<file path="config.mk">
export PLATFORM = sky130hd
export DESIGN_NAME = bisync_tx_framer
export DESIGN_NICKNAME = d
export VERILOG_FILES = /design/src/rtl/bisync_pkg.sv /design/src/rtl/bisync_ser.sv /design/src/rtl/bisync_bcs.sv /design/src/rtl/bisync_seq.sv /design/src/rtl/bisync_tx_framer.sv
export SDC_FILE = /design/constraint.sdc
export NUM_CORES = 1
export LEC_CHECK = 0
export ABC_AREA = 1
export BUFFER_PORTS_ARGS = -buffer_cell sky130_fd_sc_hd__buf_4
export CAP_MARGIN = 20
export CELL_PAD_IN_SITES_DETAIL_PLACEMENT = 1
export CELL_PAD_IN_SITES_GLOBAL_PLACEMENT = 2
export CORE_ASPECT_RATIO = 1.1
export CORE_MARGIN = 2
export CORE_UTILIZATION = 28
export CTS_CLUSTER_DIAMETER = 40
export DETAILED_ROUTE_END_ITERATION = 12
export GPL_TIMING_DRIVEN = 0
export PLACE_DENSITY_LB_ADDON = 0.25
export SYNTH_ARGS = -nofsm -noshare
export SYNTH_HDL_FRONTEND = slang
export SYNTH_HIERARCHICAL = 1
export SYNTH_SLANG_ARGS = --single-unit
export TNS_END_PERCENT = 5
</file>
<file path="constraint.sdc">
create_clock -name clk -period 2.4 [get_ports clk]
set_clock_uncertainty 0.1 [all_clocks]
set_input_delay 0.12 -clock clk [delete_from_list [all_inputs] [get_ports clk]]
set_output_delay 0.12 -clock clk [all_outputs]
set_load 0.01 [all_outputs]
</file>
<file path="src/rtl/bisync_pkg.sv">
package bisync_pkg;
  localparam int CW = 8;
  localparam int BW = 2 * CW;
  localparam logic [BW-1:0] CRC_POLY_REFL = 16'hA001;

  typedef enum logic [2:0] {
    ST_FILL,
    ST_PRE2,
    ST_DATA,
    ST_UR2,
    ST_BCS1,
    ST_BCS2
  } seq_st_t;
endpackage

</file>
<file path="src/rtl/bisync_ser.sv">
module bisync_ser #(
  parameter int CW = bisync_pkg::CW
) (
  input  logic          clk,
  input  logic          rst,
  input  logic          enable,
  input  logic          bit_en,
  input  logic          msb_first,
  input  logic [CW-1:0] load_char,
  output logic          slot,
  output logic          tx_bit
);
  localparam int IW = $clog2(CW);

  logic [IW-1:0] idx;
  logic [CW-1:0] sh;
  logic          rev;

  assign slot = enable && bit_en && (idx == '0);

  always_ff @(posedge clk) begin
    if (rst) begin
      idx    <= '0;
      sh     <= '0;
      rev    <= 1'b0;
      tx_bit <= 1'b1;
    end else if (!enable) begin
      idx    <= '0;
      tx_bit <= 1'b1;
    end else if (bit_en) begin
      if (idx == '0) begin
        sh     <= load_char;
        rev    <= msb_first;
        tx_bit <= msb_first ? load_char[CW-1] : load_char[0];
        idx    <= IW'(1);
      end else begin
        tx_bit <= rev ? sh[CW-1-int'(idx)] : sh[int'(idx)];
        idx    <= (int'(idx) == CW-1) ? '0 : idx + IW'(1);
      end
    end
  end
endmodule

</file>
<file path="src/rtl/bisync_bcs.sv">
module bisync_bcs #(
  parameter int                         CW   = bisync_pkg::CW,
  parameter int                         BW   = bisync_pkg::BW,
  parameter logic [bisync_pkg::BW-1:0] POLY = bisync_pkg::CRC_POLY_REFL
) (
  input  logic          clk,
  input  logic          rst,
  input  logic          clear,
  input  logic          upd,
  input  logic [CW-1:0] din,
  output logic [BW-1:0] crc,
  output logic [CW-1:0] lrc
);
  function automatic logic [BW-1:0] crc_step(input logic [BW-1:0] c,
                                              input logic [CW-1:0] d);
    logic [BW-1:0] r;
    logic          fb;
    r = c;
    for (int i = 0; i < CW; i++) begin
      fb = r[0] ^ d[i];
      r  = r >> 1;
      if (fb) r = r ^ POLY[BW-1:0];
    end
    return r;
  endfunction

  always_ff @(posedge clk) begin
    if (rst || clear) begin
      crc <= '0;
      lrc <= '0;
    end else if (upd) begin
      crc <= crc_step(crc, din);
      lrc <= lrc ^ din;
    end
  end
endmodule

</file>
<file path="src/rtl/bisync_seq.sv">
module bisync_seq
  import bisync_pkg::*;
#(
  parameter int CW = bisync_pkg::CW,
  parameter int BW = bisync_pkg::BW
) (
  input  logic          clk,
  input  logic          rst,
  input  logic          enable,
  input  logic          slot,
  input  logic          fill_idle,
  input  logic          transparent,
  input  logic          use_lrc,
  input  logic          ur_idle,
  input  logic [CW-1:0] sync1,
  input  logic [CW-1:0] sync2,
  input  logic [CW-1:0] dle_char,
  input  logic          chr_valid,
  input  logic [CW-1:0] chr_data,
  input  logic          chr_eob,
  input  logic          chr_last,
  input  logic          chr_bcs,
  input  logic          chr_irq,
  input  logic [BW-1:0] crc,
  input  logic [CW-1:0] lrc,
  output logic [CW-1:0] ch,
  output logic          acc_clear,
  output logic          acc_upd,
  output logic          chr_ack,
  output logic          buf_done,
  output logic          irq,
  output logic          stat_valid,
  output logic          stat_underrun
);
  seq_st_t st, n_st;
  logic phase, n_phase;
  logic between, n_between;
  logic ur_flag, n_ur;
  logic dle_dup, n_dup;
  logic take, clr, upd, done_p, irq_p, stv_p, stu_p;

  always_comb begin
    ch        = '1;
    n_st      = st;
    n_phase   = phase;
    n_between = between;
    n_ur      = ur_flag;
    n_dup     = dle_dup;
    take      = 1'b0;
    clr       = 1'b0;
    upd       = 1'b0;
    done_p    = 1'b0;
    irq_p     = 1'b0;
    stv_p     = 1'b0;
    stu_p     = 1'b0;
    if (dle_dup) begin
      ch    = dle_char;
      n_dup = 1'b0;
    end else begin
      unique case (st)
        ST_FILL: begin
          if (phase) begin
            ch      = sync2;
            n_phase = 1'b0;
          end else if (chr_valid) begin
            ch        = sync1;
            n_st      = ST_PRE2;
            clr       = 1'b1;
            n_ur      = 1'b0;
            n_between = 1'b0;
          end else if (ur_flag) begin
            ch = ur_idle ? '1 : sync1;
          end else if (fill_idle) begin
            ch = '1;
          end else begin
            ch      = sync1;
            n_phase = 1'b1;
          end
        end
        ST_PRE2: begin
          ch   = sync2;
          n_st = ST_DATA;
        end
        ST_DATA: begin
          if (phase) begin
            ch      = sync1;
            n_phase = 1'b0;
          end else if (chr_valid) begin
            ch        = chr_data;
            take      = 1'b1;
            upd       = 1'b1;
            n_between = 1'b0;
            if (transparent && (chr_data == dle_char)) n_dup = 1'b1;
            if (chr_eob) begin
              done_p = 1'b1;
              irq_p  = chr_irq;
              if (chr_last) begin
                if (chr_bcs) begin
                  n_st = ST_BCS1;
                end else begin
                  n_st  = ST_FILL;
                  stv_p = 1'b1;
                end
              end else begin
                n_between = 1'b1;
              end
            end
          end else if (between) begin
            if (transparent) begin
              ch      = dle_char;
              n_phase = 1'b1;
            end else begin
              ch = sync1;
            end
          end else begin
            ch    = sync1;
            n_st  = ST_UR2;
            stv_p = 1'b1;
            stu_p = 1'b1;
            n_ur  = 1'b1;
          end
        end
        ST_UR2: begin
          ch   = sync2;
          n_st = ST_FILL;
        end
        ST_BCS1: begin
          ch = use_lrc ? lrc : crc[CW-1:0];
          if (use_lrc) begin
            n_st  = ST_FILL;
            stv_p = 1'b1;
          end else begin
            n_st = ST_BCS2;
          end
        end
        ST_BCS2: begin
          ch    = crc[BW-1:CW];
          n_st  = ST_FILL;
          stv_p = 1'b1;
        end
        default: n_st = ST_FILL;
      endcase
    end
  end

  assign acc_clear = slot && clr;
  assign acc_upd   = slot && upd;

  always_ff @(posedge clk) begin
    if (rst || !enable) begin
      st            <= ST_FILL;
      phase         <= 1'b0;
      between       <= 1'b0;
      ur_flag       <= 1'b0;
      dle_dup       <= 1'b0;
      chr_ack       <= 1'b0;
      buf_done      <= 1'b0;
      irq           <= 1'b0;
      stat_valid    <= 1'b0;
      stat_underrun <= 1'b0;
    end else begin
      chr_ack       <= slot && take;
      buf_done      <= slot && done_p;
      irq           <= slot && irq_p;
      stat_valid    <= slot && stv_p;
      stat_underrun <= slot && stu_p;
      if (slot) begin
        st      <= n_st;
        phase   <= n_phase;
        between <= n_between;
        ur_flag <= n_ur;
        dle_dup <= n_dup;
      end
    end
  end
endmodule

</file>
<file path="src/rtl/bisync_tx_framer.sv">
module bisync_tx_framer #(
  parameter int CHAR_W = bisync_pkg::CW
) (
  input  logic              clk,
  input  logic              rst,
  input  logic              enable,
  input  logic              bit_en,
  input  logic              fill_idle,
  input  logic              transparent,
  input  logic              use_lrc,
  input  logic              ur_idle,
  input  logic              msb_first,
  input  logic [CHAR_W-1:0] sync1,
  input  logic [CHAR_W-1:0] sync2,
  input  logic [CHAR_W-1:0] dle_char,
  input  logic              chr_valid,
  input  logic [CHAR_W-1:0] chr_data,
  input  logic              chr_eob,
  input  logic              chr_last,
  input  logic              chr_bcs,
  input  logic              chr_irq,
  output logic              chr_ack,
  output logic              tx_bit,
  output logic              buf_done,
  output logic              irq,
  output logic              stat_valid,
  output logic              stat_underrun
);
  localparam int BCS_W = 2 * CHAR_W;

  logic              slot;
  logic [CHAR_W-1:0] ch;
  logic              acc_clear, acc_upd;
  logic [BCS_W-1:0]  crc;
  logic [CHAR_W-1:0] lrc;

  bisync_ser #(.CW(CHAR_W)) u_ser (
    .clk(clk), .rst(rst), .enable(enable), .bit_en(bit_en),
    .msb_first(msb_first), .load_char(ch), .slot(slot), .tx_bit(tx_bit)
  );

  bisync_bcs #(.CW(CHAR_W), .BW(BCS_W)) u_bcs (
    .clk(clk), .rst(rst), .clear(acc_clear), .upd(acc_upd),
    .din(chr_data), .crc(crc), .lrc(lrc)
  );

  bisync_seq #(.CW(CHAR_W), .BW(BCS_W)) u_seq (
    .clk(clk), .rst(rst), .enable(enable), .slot(slot),
    .fill_idle(fill_idle), .transparent(transparent), .use_lrc(use_lrc),
    .ur_idle(ur_idle), .sync1(sync1), .sync2(sync2), .dle_char(dle_char),
    .chr_valid(chr_valid), .chr_data(chr_data), .chr_eob(chr_eob),
    .chr_last(chr_last), .chr_bcs(chr_bcs), .chr_irq(chr_irq),
    .crc(crc), .lrc(lrc), .ch(ch), .acc_clear(acc_clear), .acc_upd(acc_upd),
    .chr_ack(chr_ack), .buf_done(buf_done), .irq(irq),
    .stat_valid(stat_valid), .stat_underrun(stat_underrun)
  );
endmodule

</file>
# Word level (Yosys, flattened, before mapping)
# Cells that the tools add are included.
totals:
  inputBits: 46
  reg_bits: 49
  wordCells: 185
classes:
  eq_ne: 16
  mux: 108
  magnitude_cmp: 2
  n_reduce_logical: 22
  n_bitwise: 19
  add_sub_neg: 2
ops:
  columns: ["cell", "count"]
  rows:
  - ["two-way mux 16 bit", 22]
  - ["two-way mux 8 bit", 11]
  - ["two-way mux 1 bit", 56]
  - ["case mux 8 bit (5 select lines)", 1]
  - ["two-way mux 3 bit", 11]
  - ["less-than comparator 32 x 5 -> 1 bit, second input constant", 1]
  - ["NOT 2 -> 3 bit", 8]
  - ["AND reduction 8 bit", 2]
  - ["!= test 2 bit, second input constant", 6]
  - ["case mux 3 bit (4 select lines)", 1]
  - ["logical AND 1 bit", 9]
  - ["!= test 3 bit, second input constant", 3]
  - ["== test 8 bit", 1]
  - ["bitwise XOR 1 bit", 8]
  - ["bitwise XOR 8 bit", 1]
  - ["AND reduction 7 bit", 1]
  - ["binary-select mux 1 bit (select 3 bit)", 2]
  - ["== test 3 x 1 -> 1 bit, second input constant", 2]
  - ["== test 3 x 2 -> 1 bit, second input constant", 2]
  - ["== test 3 bit, second input constant", 2]
  - ["zero test 3 bit", 2]
  - ["case mux 1 bit (2 select lines)", 3]
  - ["AND reduction 3 bit", 2]
  - ["less-than comparator 3 x 4 -> 1 bit, second input constant", 1]
  - ["8 further kinds", 11]

# Depth between registers and ports, before layout
# Gate-level depths: netlist of run 1.
depth:
  depth_word: 33
  depth_mapped: 20

# Hierarchy
# The synthesis of run 1 kept the hierarchy.
modules_own_cells:
  columns: ["mod", "area_each_um2", "seq_area_each_um2", "cells_each", "n_inst"]
  rows:
  - ["bisync_seq", 1696.6, 240.2, 321, 1]
  - ["bisync_bcs", 1317.5, 480.5, 186, 1]
  - ["bisync_ser", 709.4, 260.2, 103, 1]

# Least setup slack after synthesis of run 1
# No wires, ideal clock.
synth_path:
  kind: "register to register"
  startpoint: "register u_ser.idx[1]"
  endpoint: "register u_bcs.crc[2]"
  n_path_buf: 3
  period_less_slack_ps: 2571
  arrival_ps: 2340
  required_ps: 2170
  setup_slack_ps: -171
  path_stages_with_launch: 18
  setup_time_ps: 130
  cell_sequence: "dfxtp_1 inv_1 ha_1 inv_1 or2_4 nor2_4 nand2_4 buf_6 inv_1 inv_1 nor2_4 nand3_2 nor2_4 buf_2 inv_1 clkbuf_1 o21ai_0 a21oi_1"
synth_rtl:
  columns: ["item", "line_no", "rtl"]
  rows:
  - ["start: declaration", "bisync_ser.sv:15", "logic [IW-1:0] idx;"]
  - ["start signal: assignment", "bisync_ser.sv:38", "idx <= (int'(idx) == CW-1) ? '0 : idx + IW'(1);"]
  - ["zero test 3 bit", "bisync_ser.sv:19", "assign slot = enable && bit_en && (idx == '0);"]
  - ["logical AND 1 bit", "bisync_ser.sv:19", null]
  - ["named net slot", "bisync_tx_framer.sv:31", "logic slot;"]
  - ["logical AND 1 bit", "bisync_seq.sv:147", "assign acc_upd = slot && upd;"]
  - ["named net acc_upd", "bisync_tx_framer.sv:33", "logic acc_clear, acc_upd;"]
  - ["end signal: assignment", "bisync_bcs.sv:32", "crc <= crc_step(crc, din);"]
  - ["end: declaration", "bisync_bcs.sv:11", "output logic [BW-1:0] crc,"]
# The timed path passes the listed nets, and every way through them passes these cells.
# A chain may end at the register's enable or synchronous reset.

# Worst setup path after layout of run 1
# Same ends and word-level chain as after synthesis.

==> results of run 1 <==
cell type report:
type / count / area share, %
multi-input combinational: 441 / 49.2
sequential: 49 / 21.2
timing repair buffer: 65 / 10.8
inverter: 102 / 8.55
tap: 161 / 4.33
clock buffer: 6 / 2.98
buffer: 17 / 2.88
clock inverter: 1 / 0.161
cells in the final DEF, fill, tap and decap left out, types with 6 or more instances in the layout:
cell type / count
nand2_1: 126
inv_1: 86
nand3_1: 82
buf_4: 66
a21oi_1: 56
nor2_1: 55
dfxtp_1: 47
o21ai_0: 32
nand2_2: 12
nand4_1: 12
inv_2: 10
nand3_2: 8
xor2_1: 8
nand2_4: 7
nor2_4: 6
buf_2: 6
critical path, delay by kind of cell (launching register included):
| kind | cells | cell delay (ns) |
|---|---|---|
| DFF | 1 | 0.34 |
| adders and majority gates | 1 | 0.12 |
| AOI/OAI and AO/OA | 2 | 0.19 |
| buffers and inverters | 7 | 0.59 |
| and+or+nand+nor | 6 | 0.79 |
state kept, by name, summed over array words and instances, names as in the netlist, 3 cells and up:
signal and count:
u_ser/idx 3, u_ser/sh 8, u_seq/st 3, u_bcs/lrc 8
u_bcs/crc 16
cell families after synthesis:
logic type               synth area share (%)
flip-flops                               26.3
XOR/XNOR                                 3.26
AND/OR/NAND/NOR                          42.1
adder cells (fa/ha/maj)                  1.01
AO/OA/AOI/OAI                            14.0
buffers and inverters                    13.3
path summary, 6_finish.rpt:
path	start	to	slack (ns)	depth (start not counted)
max	u_ser/idx[1]	u_bcs/crc[2]	0.15	16
min	chr_eob	u_seq/buf_done	0.01	3
max reg2reg	u_ser/idx[1]	u_bcs/crc[2]	0.15	16
min reg2reg	u_ser/sh[7]	u_ser/sh[7]	0.38	2
per-layer routing:
| metal | vias up | part of all wire, % |
|---|---|---|
| met1 | 1915 | 43 |
| met4 | 0 | 1.5 |
| met2 | 37 | 54 |
| li1 | 2103 | - |
| met3 | 17 | 2.1 |
| met5 | - | 0 |
per-stage QoR:
step	hold WS (ns)	worst slack, ns	setup TNS, ns	total power [mW]	std cells
6_report	0.0101	0.154	0	2.02	842
5_1_grt	0.0230	-0.0120	-0.0120	2.13	842
4_1_cts	0.0121	-0.0207	-0.109	2.04	840
3_5_place_dp	0.276	-0.748	-15.01	1.27	821
3_3_place_gp	0.260	-0.719	-13.81	1.26	821
2_1_floorplan	0.177	-0.0351	-0.216	1.11	610
what timing repair did:
action	CTS	global route
setup endpoints to repair	28	25
resized for setup	21	11
hold buffers	1	0
pin swaps	4	4
endpoints found under the hold margin	1	0
gates cloned	1	0
buffers inserted	10	3
power by group:
group / switching (mW) / internal, mW
Clock: 0.337 / 0.410
Combinational: 0.265 / 0.172
Sequential: 0.00696 / 0.827
Total: 0.610 / 1.41
==> metrics.txt, run 1 <==
final wirelength 13,300 um; top_reg_cell synth dfxtp_1; Ports 52; clk buf depth 2; Die Area 14,200 um^2; residual DRC count 0; Area growth, synth to finish 25.0%; initial drt markers 130; syn nets 659; flops & latches, synth 49; Worst Tran Pin Value 0.448 ns; yosys warns 6; Storage cell area 986 um^2; design area 4650 um^2; Clock transition at path regs 0.07 ns; P_leak 2.22 nW; post-DP HPWL 10,700 um; CP Cell Sequence inv_2 > ha_4 > inv_1 > or2_4 > nor2_4 > nand2_4 > inv_1 > inv_1 > nor2_4 > nand3_4 > nor2_4 > buf_6 > inv_4 > clkbuf_8 > o21ai_1 > a21oi_1; Mean Syn Cell Area 6.10 um^2; Seq/Total Area, Yosys 26.3%; drt wl/cell 15.7 um; met1 GRT Util 22.1%; root buf cell clkbuf_16; final setup vio count 0; CTS tree built; outcome completed; post-layout util 35.5%; Max Slew Vio Count 0; Final period util 93.6%; VDD IR max 175 uV; CP endpoint kind flip-flop; dominant cell type by area after synthesis dfxtp_1; WS Path Type flip-flop to flip-flop; fillers 1,738; NumNets Final 730; DR vias 4,072; Startpoint Class flip-flop; layout cells sized above 1 22.8%; initial antenna violation count 0; # rows 44; gp weighted congestion 0.816; Die W 114 um; first-pass GRT wire length 21,800 um; number of routed nets with antenna violations 0; die span in y 125 um; met2 Use GR 37.0%; Detailed Routing Iterations Pass 1 4; Tmin final 2.25 ns; clk_lat worst skew 0.31 ns; main area contributors after synthesis dfxtp_1, nand2_1, nand3_1; total track usage 19.4%; P per Cell Area 434 nW/um^2; most crowded layer after global routing met2; Hold Path Class input port to flip-flop; Worst Path Arrival 2.34 ns; Num CTS Buffers 5; Synth Cell Area 3720 um^2; Max-Cap Viols 0; dpl cell area 4330 um^2; Initial Util 28.4%; met3 Track Usage GR 3.30%; hold violation count in the final report 0; async set or reset register ratio after synthesis 0%; gr ovfl total 0; vias in the first global route 4,325; Synth top area share 26.3%; Worst EP required 2.50 ns; Sink Count 49; diode count 0; Slowest cell on crit path dfxtp_4; Synth Instances 610; largest net degree at the start of global routing 15; most numerous cell in the Yosys netlist nand2_1; Max FO, Critical Path 8; synth unique cells 36; Multi-input gate area 2290 um^2; Clock H-tree levels 2; Core Area 13,100 um^2; worst stage delay on the critical path 0.34 ns; number of synthesized flops with an enable pin 0; I/O Buffers 50; achievable frequency 445 MHz; routed vias/inst 4.84; relative slew slack 70.1%; top post-synthesis cells by count nand2_1, inv_1, nand3_1
(Power assumes the default switching activity.)
==> inputs of run 2 (changes only) <==
--- a/config.mk
+++ b/config.mk
@@ -19,6 +19,5 @@
 export PLACE_DENSITY_LB_ADDON = 0.25
 export SYNTH_ARGS = -nofsm -noshare
 export SYNTH_HDL_FRONTEND = slang
-export SYNTH_HIERARCHICAL = 1
 export SYNTH_SLANG_ARGS = --single-unit
 export TNS_END_PERCENT = 5
==> run 2 against run 1 <==
Via count decreased by 2.7%. Fmax is 1.4% lower. Wire length rose by 2.9%. Critical path type unchanged.
==> metrics.txt, run 2 <==
Slowest cell on crit path dfxtp_1; CP endpoint kind flip-flop; P per Cell Area 457 nW/um^2 (+5.4%); routed vias/inst 5.09 (+5.3%); drt wl/cell 17.5 um (+11%); Synth top area share 28.0% (+1.6 points); Hold Path Class input port to flip-flop; most numerous cell in the Yosys netlist nand2_1; P_leak 1.98 nW (-11%); met2 Use GR 37.2% (+0.15 points); dpl cells 764 (-6.9%); Synth Instances 560 (-8.2%); total track usage 21.0% (+1.6 points); Worst EP required 2.47 ns (-0.03 ns); number of synthesized flops with an enable pin 0 (unchanged); Die Area 13,400 um^2 (-5.6%); largest net degree at the start of global routing 15 (unchanged); initial antenna violation count 0 (unchanged); Max-Cap Viols 0 (unchanged); post-DP HPWL 11,000 um (+2.6%); initial drt markers 135 (+3.8%); achievable frequency 439 MHz (-1.4%); vias in the first global route 4,041 (-6.6%); CP Cell Sequence nand2_1 > clkbuf_1 > o21ai_0 > nand2_1 > o211ai_1 > o2111ai_1 > o21ai_0 > a21oi_1; syn nets 609 (-7.6%); dpl cell area 4080 um^2 (-5.7%); Detailed Routing Iterations Pass 1 4 (unchanged); Tmin final 2.28 ns (+0.0318 ns); Die W 111 um (-2.8%); main area contributors after synthesis dfxtp_1, nand2_1, a21oi_1; VDD IR max 239 uV (+36%); Worst Path Arrival 2.35 ns (about the same); first-pass GRT wire length 21,900 um (+0.25%); top_reg_cell synth dfxtp_1; Cell Count, Final, Fillers Out 778 (-7.6%); Mean Syn Cell Area 6.27 um^2 (+2.7%); die span in y 121 um (-2.8%); hold violation count in the final report 0 (unchanged); Area growth, synth to finish 23.1%; diode count 0 (unchanged); total chip power 1.98 mW (-2.2%); root buf cell clkbuf_16; most crowded layer after global routing met2; flops & latches, synth 49 (unchanged); Worst Tran Pin Value 0.567 ns (+0.119 ns); DR vias 3,963 (-2.7%); synth unique cells 46 (+28%); Clock transition at path regs 0.06 ns (about the same); most flop-heavy register u_bcs.crc; Ports 52 (unchanged); gr ovfl total 0 (unchanged); Max FO, Critical Path 10 (+2); commonest non-fill, non-tap cells in the layout nand2_1, inv_1, buf_4; CP top delay family compound AO/OA/AOI/OAI gates; outcome completed; final wirelength 13,600 um (+2.9%); Clock H-tree levels 2 (unchanged); met1 GRT Util 25.9% (+3.8 points); Buf+Inv Stages, Crit Path 1 (-6); relative slew slack 62.1% (-8.0 points); CTS tree built; async set or reset register ratio after synthesis 0% (unchanged); Synth Cell Area 3510 um^2 (-5.7%); Final period util 94.9% (+1.3 points); Seq/Total Area, Yosys 28.0% (+1.6 points); residual DRC count 0 (unchanged); commonest non-fill, non-tap cell in the layout nand2_1; design area 4320 um^2 (-7.2%); I/O Buffers 50 (unchanged); Startpoint Class flip-flop; Max Slew Vio Count 0 (unchanged); NumNets Final 672 (-7.9%); Num CTS Buffers 5 (unchanged); clk buf depth 2 (unchanged); largest registers u_bcs.crc: 16 flops, u_bcs.lrc: 8 flops, u_ser.sh: 8 flops; top post-synthesis cells by count nand2_1, inv_1, a21oi_1; Initial Util 28.9% (+0.49 points); clk_lat worst skew 0.30 ns (about the same); met3 Track Usage GR 3.10% (-0.20 points); yosys warns 0 (-6); max FFs per register 16 (unchanged); final setup vio count 0 (unchanged); # rows 42 (-4.5%); WS Path Type flip-flop to flip-flop; Core Area 12,100 um^2 (-7.4%); worst stage delay on the critical path 0.43 ns (+0.09 ns); gp weighted congestion 0.836 (+2.5%); layout cells sized above 1 18.6% (-4.2 points); number of routed nets with antenna violations 0 (unchanged); dominant cell type by area after synthesis dfxtp_1; Sink Count 49 (unchanged)
[run 2: path summary, 6_finish.rpt]
| kind | startpoint | to | slack [ns] | cells after the start |
|---|---|---|---|---|
| min reg2reg | u_ser.sh[1] | u_ser.sh[1] | 0.37 | 2 |
| max reg2reg | u_seq.between | u_ser.sh[1] | 0.12 | 8 |
| max | u_seq.between | u_ser.sh[1] | 0.12 | 8 |
| min | msb_first | u_ser.rev | 0.009 | 3 |
[run 2: layout make-up]
cell class / count / area, um^2
clock inverters: 2 / 10.0
repair buffers: 56 / 430
multi-input cells: 419 / 2160
fillers: 1577 / 7820
flip-flops and latches: 49 / 985
plain buffers: 17 / 116
well taps: 154 / 193
clock buffers: 6 / 129
inverters: 75 / 292
[run 2: per-stage QoR]
stage	hold WS [ns]	util, %	worst slack, ns	setup TNS [ns]
final	0.00945	35.6	0.122	0
after global routing	0.0185	35.6	-0.00290	-0.00290
after CTS	0.000107	35.1	0.00783	0
after detailed placement	0.228	33.6	-0.192	-2.33
after global placement	0.219	33.6	-0.148	-1.40
after floorplan	0.123	-	0.460	0
[run 2: worst register-to-register path, cell delays in order (launching register included)]
cell and delay (ns):
dfxtp_1 0.43, nand2_1 0.24, clkbuf_1 0.32, o21ai_0 0.24
nand2_1 0.08, o211ai_1 0.09, o2111ai_1 0.12, o21ai_0 0.41
a21oi_1 0.11
[run 2: kinds of logic after synthesis]
logic type               count (synthesis)  synth area share, %
AO/OA/AOI/OAI                          138                 22.5
adder cells (fa/ha/maj)                  3                 1.07
flip-flops                              49                 28.0
XOR/XNOR                                 7                 1.75
AND/OR/NAND/NOR                        271                 35.6
buffers and inverters                   92                 11.2
[run 2: timing repair]
| item | in CTS | in global routing |
|---|---|---|
| resized for setup | 3 | 13 |
| setup buffers | 0 | 2 |
| hold buffers | 4 | 0 |
| endpoints found under the hold margin | 8 | 0 |
| pin swaps | 0 | 4 |
| endpoints found under the setup margin | 24 | 29 |
[run 2: per-layer routing]
| layer | wire (um) | up-vias |
|---|---|---|
| met5 | 0 | - |
| met4 | 320 | 0 |
| met3 | 421 | 18 |
| met2 | 6820 | 65 |
| met1 | 6090 | 1886 |
| li1 | - | 1994 |
[run 2: power breakdown]
group / switching (mW) / internal (mW) / total [mW]
Clock: 0.320 / 0.384 / 0.703
Combinational: 0.264 / 0.161 / 0.425
Sequential: 0.0165 / 0.831 / 0.847
Total: 0.600 / 1.38 / 1.98
